--- src/rtl/dma_cc_pkg.sv ---
package dma_cc_pkg;
  localparam int DW = 32;

  // mode word bit positions
  localparam int BIT_EN    = 0;
  localparam int BIT_TODEV = 1;
  localparam int BIT_TC    = 8;
  localparam int BIT_MERR  = 9;
  localparam int BIT_AERR  = 10;

  // register layout: channel span 32 bytes, slot span 8 bytes
  localparam int CH_SPAN_LOG = 5;
  localparam int SLOT_LOG    = 3;

  typedef enum logic [1:0] {
    SLOT_RSVD  = 2'd0,
    SLOT_MODE  = 2'd1,
    SLOT_COUNT = 2'd2,
    SLOT_ADDR  = 2'd3
  } slot_e;

  typedef logic [DW-1:0] word_t;
endpackage

--- src/rtl/dma_cc_rstsync.sv ---
module dma_cc_rstsync (
  input  logic clk,
  input  logic arst_n,
  output logic srst_n
);
  logic [1:0] sync_q;

  always_ff @(posedge clk or negedge arst_n) begin
    if (!arst_n) begin
      sync_q <= 2'b00;
    end else begin
      sync_q <= {sync_q[0], 1'b1};
    end
  end

  assign srst_n = sync_q[1];
endmodule

--- src/rtl/dma_cc_regdec.sv ---
module dma_cc_regdec
  import dma_cc_pkg::*;
#(
  parameter int NUM_CH = 4,
  parameter int REG_AW = 9
) (
  input  logic [REG_AW-1:SLOT_LOG] word_addr,
  output logic [NUM_CH-1:0]        ch_hit,
  output slot_e                    slot,
  output logic                     err_hit
);
  localparam int CHF_W    = REG_AW - CH_SPAN_LOG;
  localparam int WRD_W    = REG_AW - SLOT_LOG;
  localparam int ERR_WORD = (NUM_CH << CH_SPAN_LOG) >> SLOT_LOG;

  logic [CHF_W-1:0] ch_field;

  assign ch_field = word_addr[REG_AW-1:CH_SPAN_LOG];
  assign slot     = slot_e'(word_addr[CH_SPAN_LOG-1:SLOT_LOG]);
  assign err_hit  = (word_addr == WRD_W'(ERR_WORD));

  generate
    for (genvar i = 0; i < NUM_CH; i++) begin : g_hit
      assign ch_hit[i] = (ch_field == CHF_W'(i));
    end
  endgenerate
endmodule

--- src/rtl/dma_cc_chan.sv ---
module dma_cc_chan
  import dma_cc_pkg::*;
#(
  parameter int LEN_W = 16
) (
  input  logic             clk,
  input  logic             rst_n,
  input  logic             wr_mode,
  input  logic             wr_count,
  input  logic             wr_addr,
  input  word_t            wdata,
  input  logic             upd,
  input  logic             upd_ok,
  input  logic [LEN_W-1:0] upd_len,
  output word_t            mode_q,
  output word_t            count_q,
  output word_t            addr_q,
  output logic             irq
);
  word_t mode_d;
  word_t count_d;
  logic  mode_en;
  logic  count_en;

  always_comb begin
    mode_d = mode_q;
    if (upd) begin
      mode_d[BIT_AERR:BIT_TC] = '0;
      if (upd_ok) mode_d[BIT_TC]   = 1'b1;
      else        mode_d[BIT_MERR] = 1'b1;
    end
    if (wr_mode) mode_d = wdata;                            // write wins

    count_d = count_q;
    if (upd && upd_ok) count_d = count_q - word_t'(upd_len);
    if (wr_count) count_d = wdata;
  end

  assign mode_en  = wr_mode | upd;
  assign count_en = wr_count | (upd & upd_ok);

  always_ff @(posedge clk or negedge rst_n) begin
    if (!rst_n) begin
      mode_q <= '0;
    end else if (mode_en) begin
      mode_q <= mode_d;
    end
  end

  always_ff @(posedge clk or negedge rst_n) begin
    if (!rst_n) begin
      count_q <= '0;
    end else if (count_en) begin
      count_q <= count_d;
    end
  end

  // only software loads the address word
  always_ff @(posedge clk or negedge rst_n) begin
    if (!rst_n) begin
      addr_q <= '0;
    end else if (wr_addr) begin
      addr_q <= wdata;
    end
  end

  assign irq = |mode_q[BIT_AERR:BIT_TC];
endmodule

--- src/rtl/dma_cc_req.sv ---
module dma_cc_req
  import dma_cc_pkg::*;
#(
  parameter int NUM_CH = 4,
  parameter int LEN_W  = 16,
  parameter int CH_W   = 2
) (
  input  logic                      clk,
  input  logic                      rst_n,
  input  logic                      req_valid,
  input  logic [CH_W-1:0]           req_chan,
  input  logic [LEN_W-1:0]          req_len,
  input  logic                      req_to_dev,
  input  logic [NUM_CH-1:0]         ch_en,
  input  logic [NUM_CH-1:0]         ch_todev,
  input  logic [NUM_CH-1:0][DW-1:0] ch_count,
  input  logic [NUM_CH-1:0][DW-1:0] ch_addr,
  output logic [NUM_CH-1:0]         upd,
  output logic                      upd_ok,
  output logic [LEN_W-1:0]          upd_len,
  output logic [NUM_CH-1:0]         err_q,
  output logic                      desc_valid,
  output logic [CH_W-1:0]           desc_chan,
  output word_t                     desc_addr,
  output logic [LEN_W-1:0]          desc_len,
  output logic                      desc_to_dev
);
  logic              in_range;
  logic              sel_en;
  logic              sel_todev;
  word_t             sel_count;
  word_t             sel_addr;
  logic              accept;
  logic              reject;
  logic [NUM_CH-1:0] err_d;

  always_comb begin
    in_range  = 1'b0;
    sel_en    = 1'b0;
    sel_todev = 1'b0;
    sel_count = '0;
    sel_addr  = '0;
    upd       = '0;
    for (int i = 0; i < NUM_CH; i++) begin
      if (req_chan == CH_W'(i)) begin
        in_range  = 1'b1;
        sel_en    = ch_en[i];
        sel_todev = ch_todev[i];
        sel_count = ch_count[i];
        sel_addr  = ch_addr[i];
        upd[i]    = req_valid;
      end
    end
  end

  // enable and direction agreement
  assign upd_ok  = sel_en & (sel_todev == req_to_dev);
  // clamp to remaining count
  assign upd_len = (sel_count < word_t'(req_len)) ? sel_count[LEN_W-1:0] : req_len;

  assign accept = req_valid & in_range & upd_ok;            // range gate
  assign reject = req_valid & in_range & ~upd_ok;
  assign err_d  = err_q | upd;

  // sticky, set only by rejected requests, cleared only by reset
  always_ff @(posedge clk or negedge rst_n) begin
    if (!rst_n) begin
      err_q <= '0;
    end else if (reject) begin
      err_q <= err_d;
    end
  end

  always_ff @(posedge clk or negedge rst_n) begin
    if (!rst_n) begin
      desc_valid <= 1'b0;
    end else begin
      desc_valid <= accept;
    end
  end

  always_ff @(posedge clk or negedge rst_n) begin
    if (!rst_n) begin
      desc_chan   <= '0;
      desc_addr   <= '0;
      desc_len    <= '0;
      desc_to_dev <= 1'b0;
    end else if (accept) begin
      desc_chan   <= req_chan;
      desc_addr   <= sel_addr;
      desc_len    <= upd_len;
      desc_to_dev <= req_to_dev;
    end
  end
endmodule

--- src/rtl/dma_chan_ctrl.sv ---
module dma_chan_ctrl
  import dma_cc_pkg::*;
#(
  parameter int NUM_CH = 4,
  parameter int LEN_W  = 16,
  parameter int REG_AW = 9,
  localparam int CH_W  = (NUM_CH > 1) ? $clog2(NUM_CH) : 1
) (
  input  logic              clk,
  input  logic              rst_n,
  input  logic [REG_AW-1:0] reg_addr,
  input  logic              reg_we,
  input  logic [DW-1:0]     reg_wdata,
  output logic [DW-1:0]     reg_rdata,
  input  logic              req_valid,
  input  logic [CH_W-1:0]   req_chan,
  input  logic [LEN_W-1:0]  req_len,
  input  logic              req_to_dev,
  output logic              desc_valid,
  output logic [CH_W-1:0]   desc_chan,
  output logic [DW-1:0]     desc_addr,
  output logic [LEN_W-1:0]  desc_len,
  output logic              desc_to_dev,
  output logic [NUM_CH-1:0] irq
);
  // REG_AW must hold NUM_CH*32 + 8 byte offsets
  logic                      srst_n;
  logic                      unused_low;
  logic [NUM_CH-1:0]         ch_hit;
  slot_e                     slot;
  logic                      err_hit;
  logic [NUM_CH-1:0]         upd;
  logic                      upd_ok;
  logic [LEN_W-1:0]          upd_len;
  logic [NUM_CH-1:0]         err_q;
  logic [NUM_CH-1:0][DW-1:0] mode_w;
  logic [NUM_CH-1:0][DW-1:0] count_w;
  logic [NUM_CH-1:0][DW-1:0] addr_w;
  logic [NUM_CH-1:0]         ch_en;
  logic [NUM_CH-1:0]         ch_todev;

  assign unused_low = ^reg_addr[SLOT_LOG-1:0];

  dma_cc_rstsync u_rstsync (
    .clk    (clk),
    .arst_n (rst_n),
    .srst_n (srst_n)
  );

  dma_cc_regdec #(
    .NUM_CH (NUM_CH),
    .REG_AW (REG_AW)
  ) u_regdec (
    .word_addr (reg_addr[REG_AW-1:SLOT_LOG]),
    .ch_hit    (ch_hit),
    .slot      (slot),
    .err_hit   (err_hit)
  );

  generate
    for (genvar i = 0; i < NUM_CH; i++) begin : g_ch
      logic wr_mode;
      logic wr_count;
      logic wr_addr;
      word_t mode_q;
      word_t count_q;
      word_t addr_q;

      assign wr_mode  = reg_we & ch_hit[i] & (slot == SLOT_MODE);
      assign wr_count = reg_we & ch_hit[i] & (slot == SLOT_COUNT);
      assign wr_addr  = reg_we & ch_hit[i] & (slot == SLOT_ADDR);

      dma_cc_chan #(
        .LEN_W (LEN_W)
      ) u_chan (
        .clk      (clk),
        .rst_n    (srst_n),
        .wr_mode  (wr_mode),
        .wr_count (wr_count),
        .wr_addr  (wr_addr),
        .wdata    (reg_wdata),
        .upd      (upd[i]),
        .upd_ok   (upd_ok),
        .upd_len  (upd_len),
        .mode_q   (mode_q),
        .count_q  (count_q),
        .addr_q   (addr_q),
        .irq      (irq[i])
      );

      assign mode_w[i]   = mode_q;
      assign count_w[i]  = count_q;
      assign addr_w[i]   = addr_q;
      assign ch_en[i]    = mode_q[BIT_EN];
      assign ch_todev[i] = mode_q[BIT_TODEV];
    end
  endgenerate

  dma_cc_req #(
    .NUM_CH (NUM_CH),
    .LEN_W  (LEN_W),
    .CH_W   (CH_W)
  ) u_req (
    .clk         (clk),
    .rst_n       (srst_n),
    .req_valid   (req_valid),
    .req_chan    (req_chan),
    .req_len     (req_len),
    .req_to_dev  (req_to_dev),
    .ch_en       (ch_en),
    .ch_todev    (ch_todev),
    .ch_count    (count_w),
    .ch_addr     (addr_w),
    .upd         (upd),
    .upd_ok      (upd_ok),
    .upd_len     (upd_len),
    .err_q       (err_q),
    .desc_valid  (desc_valid),
    .desc_chan   (desc_chan),
    .desc_addr   (desc_addr),
    .desc_len    (desc_len),
    .desc_to_dev (desc_to_dev)
  );

  // AND-OR read mux, reserved and unmapped offsets give zero
  always_comb begin
    reg_rdata = '0;
    for (int i = 0; i < NUM_CH; i++) begin
      if (ch_hit[i]) begin
        case (slot)
          SLOT_MODE:  reg_rdata = mode_w[i];
          SLOT_COUNT: reg_rdata = count_w[i];
          SLOT_ADDR:  reg_rdata = addr_w[i];
          default:    reg_rdata = '0;
        endcase
      end
    end
    if (err_hit) reg_rdata = DW'(err_q);
  end
endmodule

--- config.mk ---
export PLATFORM = sky130hd
export DESIGN_NAME = dma_chan_ctrl
export DESIGN_NICKNAME = d
export VERILOG_FILES = /design/src/rtl/dma_cc_pkg.sv /design/src/rtl/dma_cc_rstsync.sv /design/src/rtl/dma_cc_regdec.sv /design/src/rtl/dma_cc_chan.sv /design/src/rtl/dma_cc_req.sv /design/src/rtl/dma_chan_ctrl.sv
export SDC_FILE = /design/constraint.sdc
export NUM_CORES = 1
export LEC_CHECK = 0
export BUFFER_PORTS_ARGS = -buffer_cell sky130_fd_sc_hd__buf_2
export CAP_MARGIN = 20
export CORE_ASPECT_RATIO = 0.9
export CORE_UTILIZATION = 35
export CTS_CLUSTER_DIAMETER = 150
export DETAILED_ROUTE_END_ITERATION = 10
export HOLD_SLACK_MARGIN = 0.08
export SYNTH_ARGS = -nofsm -noshare
export SYNTH_HDL_FRONTEND = slang
export SYNTH_SLANG_ARGS = --single-unit
--- constraint.sdc ---
create_clock -name clk -period 22.6 [get_ports clk]
set_input_delay 2.26 -clock clk [delete_from_list [all_inputs] [get_ports clk]]
set_output_delay 2.26 -clock clk [all_outputs]
set_load 0.02 [all_outputs]
==> results, run 1 <==
- In this run the worst path has a maximum fanout of 38.
- The routed design has 104000 um of wire.
- The via count of the first global-routing pass is 22900.
- The end-of-flow core utilization is 0.393.
- Measured against its own limit, the worst slew margin works out to 0.181.
- Summed over all cells, the static leakage comes to 13.5 nW.
- The final route contains 24400 vias.
- The residual DRC count is 0.
- The run finished with clean final reports.
- The count of buffers added by post-CTS timing repair for setup is 0.
- In the final routed layout, each cell accounts on average for 25.3 um.
- The final weighted congestion of routability-driven global placement is 0.973.
- The power per unit of standard cell area is 107 nW/um^2.
- The total CTS buffers is 49.
- For the finished layout, the period the worst path requires is 11100 ps.
- For the worst-skew pair, the clock arrives at the later sink with an insertion delay of 630 ps.
- Setup repair after global routing left no endpoint under its margin.
- The maximum level of the CTS H-tree is 2.
- The share of synthesized area in the top cell type comes to 0.386.
- Setup violations remaining at the end of the flow were counted as 0.
- The simple-gate share of the synthesized area is 0.138.
- The max-slew violation count is 0.
- The clock tree from TritonCTS is yes.
- Counting distinct cell types in the post-synthesis netlist gives 104.
- The initial antenna violation count was 3.
- Compared with the post-synthesis result, the final layout area differs by 11.0%.
- Counting every instance in the synthesized netlist gives 3010.
- At the pin with the least slew margin, the transition time is 1230 ps.
- The overall die width is 304 um.
- The number of input and output port buffers inserted is 148.
- The worst-case vdd ir drop is 0.0581 mV.
- The library cell used as clock root buffer is clkbuf_16.
- For this configuration, the core starts out at a cell density of 0.354.
- Counting every sink on the clock net gives 442.
- The highest metal layer carrying signal wires in the routed design is met4.
- The synthesized design contains 0 enable-type register cells.
- The setup TNS is 0 ps.
- The height of the die is 273 um.
- The dominant combinational cell family by area after synthesis is multiplexers.
- The arrival time reported for the critical path endpoint is 11670 ps.
- The share of the Yosys chip area taken by registers is 0.386.
- The adder and majority cell fraction of the synthesized area is 0.0222.
- The final-report hold violation count was 0.
- The number of nets in the final layout is 3077.
- The core region area is 81000 um^2.
- The endpoint of the lowest-slack register-to-register path is g_ch[0].u_chan.count_q[28]$_DFFE_PN0P_.
- The net count after synthesis is 3097.
- The number of routed nets with antenna violations is 0.
- The routed length on met2 is 48800 um.
- The worst setup path is launched from an input port.
- After clock tree synthesis, the clock-pin slew on the worst setup and hold paths is 70 ps.
- Of the total synthesized cell area, the portion taken by XOR and XNOR cells is 0.0504.
- Entering global routing, the biggest net connects 87 pins.
- The hold-fix buffer count after cts is 0.
- The category of the worst setup path capture point is a flip-flop.
- After synthesis, the share of cell area in mux cells is 0.189.
- The min-delay analysis places its worst path in the category flip-flop to flip-flop.
- In this run the cell area of the synthesized design comes to 28700 um^2.
- The detailed-routing iteration count for the pre-antenna-repair pass is 6.
- The number of core rows is 99.
- The post-route fraction of the period consumed by the critical path is 0.491.
- The number of warnings reported in the yosys synthesis log is 0.
- The average instance in the mapped netlist occupies 9.52 um^2.
- The max-cap check violation count is 0.
- Clock skew on the completed layout was measured at 30.3 ps.
- The clock tree buffer depth is 3.
- The count of state elements after synthesis is 442.
- In the routed layout, each cell is associated on average with a via count of 5.98.
- The global-route wire length before repair is 154000 um.
- The share of the synthesized area in compound gates (AO/OA/AOI/OAI) is 0.168.
- The routed length on met1 is 43700 um.
- The all-layer global routing usage is 0.248.
- The remaining global-route overflow is 0.
- For this run, the top clock speed supported by timing is 0.0901 GHz.
- For this run, the leading register cell type out of synthesis is dfrtp_1.
- The count of pins on the block boundary is 152.
- The floorplan step defined a die boundary enclosing 83000 um^2.
- The fraction of registers with async set/reset is 1.00.
- For the worst flop-to-flop path, the logic depth is 22.
- The layout cell share with drive strength beyond 1 is 0.237.
- Following the worst setup path forward leads to its endpoint at g_ch[0].u_chan.count_q[28]$_DFFE_PN0P_.
- The layout has 8122 filler cells.
- The worst endpoint required time is 23170 ps.
- The DRC violation total after the first TritonRoute iteration is 3096.
- The most critical setup path has its startpoint at req_chan[0].
- The post-CTS resize count is 0.
- The setup slack of the worst register-to-register path is 13990 ps.
- The met3 routed wirelength is 7290 um.
- Yosys attributes the largest share of cell area to dfrtp_1 (39%), mux2_2 (12%), xnor2_1 (3.9%).
- Summed over all nets, the half-perimeter wirelength after detailed placement is 73700 um.
- The cell accounting for the most synthesized area is dfrtp_1.
- The worst register-to-register path begins at g_ch[2].u_chan.count_q[3]$_DFFE_PN0P_.
- The path type of the worst setup path is input port to flip-flop.
## Yosys cell counts, types with 7 or more instances
library cell and n:
a22o_1 8, o211ai_1 17, clkbuf_1 208, or4_1 15, nor3b_1 11, a221oi_1 47, mux4_2 49, nor4_1 28
nand2_1 260, mux2i_1 87, o31ai_1 16, a2111oi_0 7, mux2_2 306, o21a_1 23, xnor2_1 127, a21o_1 13
nand3b_1 21, a21oi_1 198, dfrtp_1 442, nand4_1 12, nor2b_1 8, nand3_1 47, or3_1 29, o21ai_1 22
xor2_1 38, o22ai_1 33, a22oi_1 11, and3_1 22, a211oi_1 14, and2_1 18, buf_4 8, or2_2 11
a31oi_1 24, nand2b_1 19, inv_1 64, ha_1 23, buf_2 19, o221ai_1 15, nor2_1 227, o21ai_0 206
buf_1 34, nor3_1 62, maj3_1 28
## sequential cells by signal (all words and copies together), names as in the netlist
signal and flops:
u_req.desc_chan 2, u_req.desc_to_dev 1, u_req.desc_len 16, g_ch.u_chan.mode_q 128, g_ch.u_chan.addr_q 128, u_req.desc_addr 32
u_rstsync.sync_q 2, u_req.err_q 4, g_ch.u_chan.count_q 128, u_req.desc_valid 1
## power by group
group	leakage (nW)	internal [mW]	switching, mW	total [mW]
logic	6.87	0.548	0.782	1.33
clock network	0.816	0.481	0.359	0.840
registers	5.78	0.961	0.277	1.24
## metal layers
metal | track usage | up-vias
met5 | 0 | -
met4 | 0.0886 | 0
met3 | 0.0398 | 207
met2 | 0.399 | 1043
met1 | 0.334 | 12300
li1 | - | 10900
## critical path: stages
cell and delay [ps]:
buf_4 470, buf_4 760, mux4_2 700, ha_1 330, a21oi_1 200, nor2_1 70, o31ai_1 870, o21a_2 260
buf_4 410, nand2_1 550, o31ai_1 730, clkbuf_2 290, ha_1 170, inv_1 70, ha_1 220, o311ai_0 660
a2111oi_0 350, o22ai_1 260, a31oi_1 230, o31ai_4 560, o211ai_2 360, or3_1 450, a21oi_1 150, a21o_1 100
## stage by stage
| stage | power [mW] | setup slack, ps | hold WS (ps) | cell area (um^2) | std cells |
|---|---|---|---|---|---|
| 2_1_floorplan | 2.13 | 9370 | 331 | 28700 | 3010 |
| 3_3_place_gp | 2.53 | 10910 | 335 | 30200 | 3998 |
| 3_5_place_dp | 2.55 | 10820 | 344 | 30200 | 3998 |
| 4_1_cts | 3.40 | 11440 | 357 | 31800 | 4087 |
| 5_1_grt | 3.59 | 11360 | 361 | 31800 | 4090 |
| 6_report | 3.41 | 11500 | 355 | 31800 | 4090 |
## cell usage in the layout (no fill, tap or decap), types with 21 or more instances in the layout
cell / instances
a21oi_1: 198
a221oi_1: 47
a31oi_1: 23
and3_1: 22
buf_2: 145
buf_4: 54
clkbuf_16: 49
dfrtp_1: 441
ha_1: 23
inv_1: 63
maj3_1: 28
mux2_2: 306
mux2i_1: 86
mux4_2: 49
nand2_1: 260
nand3_1: 47
nand3b_1: 21
nor2_1: 215
nor3_1: 62
nor4_1: 28
o21a_1: 23
o21ai_0: 206
o21ai_1: 22
o22ai_1: 33
or3_1: 29
xnor2_1: 127
xor2_1: 38
## worst min path at each step
stage	end	depth (start not counted)	from	slack, ps
6_report	u_rstsync.sync_q[1]$_DFF_PN0_	0	u_rstsync.sync_q[0]$_DFF_PN0_	360
5_1_grt	u_rstsync.sync_q[1]$_DFF_PN0_	0	u_rstsync.sync_q[0]$_DFF_PN0_	360
4_1_cts	u_rstsync.sync_q[1]$_DFF_PN0_	0	u_rstsync.sync_q[0]$_DFF_PN0_	360
3_5_place_dp	u_rstsync.sync_q[1]$_DFF_PN0_	0	u_rstsync.sync_q[0]$_DFF_PN0_	340
3_3_place_gp	u_rstsync.sync_q[1]$_DFF_PN0_	0	u_rstsync.sync_q[0]$_DFF_PN0_	330
2_1_floorplan	u_rstsync.sync_q[1]$_DFF_PN0_	0	u_rstsync.sync_q[0]$_DFF_PN0_	330
## kinds of logic after synthesis
group | count (synthesis)
buffers and inverters | 337
adders and majority gates | 57
xor gates and xnor gates | 165
and+or+nand+nor | 821
DFF | 442
other | 1
AOI/OAI and AO/OA | 745
muxes | 442
## final cells by class
class	instances	area, um^2	share of cell area
well taps	1060	1330	0.0417
repair buffers	201	1150	0.0361
inverters	65	245	0.00771
flip-flops and latches	442	11100	0.348
clock buffers	71	1450	0.0455
multi-input cells	2231	16400	0.515
clock inverters	18	208	0.00653
diodes	2	5.00	0.000157
Note: power is estimated with default switching activity, not from simulation.
==> run 2: changes to the inputs <==
- ABC_AREA: unset -> 1
- clock period: 22.6 -> 9 ns (I/O delays scaled with it)
==> run 2 against run 1 <==
Total power rose to 2.8 times the previous value. Die area fell by 0.14%. Non-clock buffer count fell by 6. Synthesized area fell by 0.14%. Critical path depth rose by 5. Worst hold slack got worse by 5.0 ps. Sequential power rose by 130%. Combinational power rose to 3.2 times the previous value. Count of clock-buffer cells in the layout fell by 3. Sequential cell count did not move. Register-to-register slack got worse by 11000 ps. First-iteration DRC count rose by 2.4%. Critical path type unchanged. Critical endpoint is now g_ch[0].u_chan.count_q[26]$_DFFE_PN0P_.
==> results, run 2 <==
- The clock latency on the worst-skew pair came to 660 ps (+30 ps).
- The number of cells in the design after placement is 5231 (+31%).
- The pin count of the biggest net entering global routing is 159 (+83%).
- The critical path is of the input port to flip-flop type.
- The DRC violation total after the first TritonRoute iteration came to 3169 (+2.4%).
- The count of mapped cells out of synthesis was 4170 (+39%).
- The core region area is 81000 um^2 (unchanged).
- The number of cells traversed by the worst register-to-register path came to 28 (+27%).
- The via count of the first global-routing pass is 28100 (+22%).
- The number of distinct library cell variants in the gate-level netlist after synthesis was 61 (-41%).
- The total CTS buffers was 53 (+8.2%).
- The largest fanout on the critical path is 31 (-18%).
- The post-CTS resize count is 0 (unchanged).
- The number of synthesized flops with an enable pin was 0 (unchanged).
- The number of input and output port buffers inserted was 148 (unchanged).
- The endpoint of the lowest-slack register-to-register path is g_ch[0].u_chan.count_q[26]$_DFFE_PN0P_.
- The clock tree buffer depth is 3 (unchanged).
- The overall die width was 303 um (about the same).
- The library cell used as clock root buffer is clkbuf_16.
- The cell accounting for the most synthesized area is dfrtp_1.
- The final setup violation count is 0 (unchanged).
- The shortest clock period the worst path allows after layout is 6220 ps.
- The final weighted congestion of routability-driven global placement came to 0.998 (+2.6%).
- The leakage dissipation is 15.8 nW (+17%).
- Among all cell types in the netlist, the one instantiated most often is nand2_1.
- The relative slew slack is 0.258 (+0.0775).
- The initial antenna violation count is 5 (+2).
- Setup repair after global routing left no endpoint under its margin.
- The end point of the critical path is g_ch[0].u_chan.count_q[26]$_DFFE_PN0P_.
- The count of pins on the block boundary is 152 (unchanged).
- The run finished with clean final reports.
- The starting density of the core is 0.353 (-0.000479).
- The max-cap check violation count came to 0 (unchanged).
- After synthesis, the cell types taking the most area are dfrtp_1 (39%), nand2_1 (17%), o21ai_0 (6.8%).
- The hold-fix buffer count after cts is 1 (+1).
- The final non-filler cell total was 5332 (+30%).
- The detailed-routing iteration count for the pre-antenna-repair pass is 6 (unchanged).
- The total number of vias came to 30100 (+23%).
- The all-layer global routing usage is 0.320 (+0.0722).
- Sorting the synthesized cells by how often they occur yields nand2_1 (1299), inv_1 (497), dfrtp_1 (442).
- The height of the die is 273 um (about the same).
- The number of nets in the final layout came to 4314 (+40%).
- The cell depth of the worst setup path is 29 (+21%).
- The leading cell type in the layout, fill and taps excluded is nand2_1.
- The actual slew at the worst max-slew pin is 1110 ps (-116 ps).
- The global-route wire length before repair is 193000 um (+26%).
- The max-slew violation count was 0 (unchanged).
- The number of buffer and inverter instances along the worst setup path is 5 (unchanged).
- The average wire per standard cell is 25.1 um (-0.95%).
- The remaining global-route overflow is 0 (unchanged).
- The delay of the slowest cell on the worst path was 550 ps (-320 ps).
- In the layout the commonest cells are nand2_1 (1296), inv_1 (496), dfrtp_1 (441).
- On the critical path, the stage with the largest delay is an instance of inv_1.
- The area share of the largest cell type after synthesis came to 0.387 (+0.000523).
- The clock slew at the register clock pins of the worst setup and hold paths was 60 ps (about the same).
- The residual DRC count is 0 (unchanged).
- The worst endpoint required time was 9520 ps (-13650 ps).
- The power per unit of standard cell area was 297 nW/um^2 (+180%).
- The setup slack of the worst register-to-register path was 3440 ps (-10550 ps).
- The maximum clock frequency is 0.161 GHz.
- The count of state elements after synthesis is 442 (unchanged).
- The final-report hold violation count came to 0 (unchanged).
- The sequential cell area fraction in the yosys report is 0.387 (+0.000523).
- The layout cell share with drive strength beyond 1 is 0.111 (-0.126).
- The total wire length after detailed routing is 134000 um (+29%).
- The count of buffers added by post-CTS timing repair for setup is 0 (unchanged).
- The setup clock skew after layout is 35.5 ps (+5.25 ps).
- The setup TNS is 0 ps (unchanged).
- The post-route fraction of the period consumed by the critical path is 0.691.
- In this run the worst hold path is classified as flip-flop to flip-flop.
- The minimum hold slack is 350 ps (-5.03 ps).
- The post-synthesis average cell area is 6.86 um^2 (-28%).
- The number of core rows is 99 (unchanged).
- The maximum level of the CTS H-tree came to 2 (unchanged).
- STA classifies the critical path startpoint as an input port.
- Grouping stages by cell kind, the critical path spends the most delay in simple AND/OR/NAND/NOR gates.
- The net count after synthesis is 4257 (+37%).
- The largest registers in the layout are g_ch.u_chan.addr_q x128, g_ch.u_chan.count_q x128, g_ch.u_chan.mode_q x128.
- The number of fill cells is 8775 (+8.0%).
- The startpoint of the lowest-slack register-to-register path is g_ch[1].u_chan.count_q[9]$_DFFE_PN0P_.
- The area of all placed cells without fillers came to 32300 um^2 (+1.4%).
- The area growth from synthesis to layout is 12.8%.
- The number of warnings reported in the yosys synthesis log came to 0 (unchanged).
- The worst-case vdd ir drop is 0.173 mV (+200%).
- STA classifies the critical path endpoint as a flip-flop.
- TritonCTS built the clock tree.
- The placed instance area is 30400 um^2 (+0.69%).
- The final HPWL from detailed placement is 98400 um (+33%).
- In the synthesized netlist the dominant register cell turns out to be dfrtp_1.
- By instance count, the cell type seen most on the critical path is nand2_1.
- The number of routed nets with antenna violations is 0 (unchanged).
- The arrival time reported for the critical path endpoint is 6740 ps (-4930 ps).
- The beginning of the critical path is req_chan[1].
- The post-synthesis cell area is 28600 um^2 (-0.14%).
- The area enclosed by the die boundary is 82900 um^2 (-0.14%).
- The number of clock sinks was 442 (unchanged).
- The via density per instance is 5.65 (-5.4%).
- The fraction of registers with async set/reset is 1.00 (unchanged).
-- run 2: area by class of cell --
type                            instances  area (um^2)  share of cell area
Clock inverter                         30          467              0.0145
Inverter                              533         2000              0.0620
Timing Repair Buffer                  195         1120              0.0347
Antenna cell                            2         5.00            0.000155
Sequential cell                       442        11100               0.343
Tap cell                             1060         1330              0.0411
Multi-Input combinational cell       3002        14900               0.460
Clock buffer                           68         1420              0.0441
-- run 2: worst min-delay path by stage --
stage,cells past startpoint,slack (ps),from,end
2_1_floorplan,0,330,u_rstsync.sync_q[0]$_DFF_PN0_,u_rstsync.sync_q[1]$_DFF_PN0_
6_report,0,350,u_rstsync.sync_q[0]$_DFF_PN0_,u_rstsync.sync_q[1]$_DFF_PN0_
3_5_place_dp,0,340,u_rstsync.sync_q[0]$_DFF_PN0_,u_rstsync.sync_q[1]$_DFF_PN0_
5_1_grt,0,370,u_rstsync.sync_q[0]$_DFF_PN0_,u_rstsync.sync_q[1]$_DFF_PN0_
4_1_cts,0,350,u_rstsync.sync_q[0]$_DFF_PN0_,u_rstsync.sync_q[1]$_DFF_PN0_
3_3_place_gp,0,340,u_rstsync.sync_q[0]$_DFF_PN0_,u_rstsync.sync_q[1]$_DFF_PN0_
-- run 2: kinds of logic after synthesis --
logic type	Yosys count	synth area share
simple gates	2029	0.303
compound gates	927	0.196
buf+inv	726	0.0977
flops	442	0.387
fa+ha+maj	23	0.0101
xor+xnor	22	0.00673
other cells	1	0.000131
-- run 2: where the power goes --
| part | switching, mW | total, mW | internal (mW) |
|---|---|---|---|
| combinational | 3.13 | 4.31 | 1.18 |
| sequential | 0.428 | 2.88 | 2.45 |
| clock | 1.01 | 2.39 | 1.39 |
-- run 2: metal layers --
| layer | part of all wire | GRT usage |
|---|---|---|
| met1 | 0.45 | 0.472 |
| met2 | 0.41 | 0.465 |
| met3 | 0.11 | 0.0725 |
| met4 | 0.027 | 0.0866 |
| met5 | 0.00029 | 0 |
-- run 2: stage by stage --
stage                      util  setup WS, ps  total power [mW]
after detailed placement  0.375          2260              7.08
after global placement    0.375          2410              7.06
final                     0.398          2780              9.58
after global routing      0.398          2400              10.1
after CTS                 0.398          2920              9.50
after floorplan               -          1790              5.59
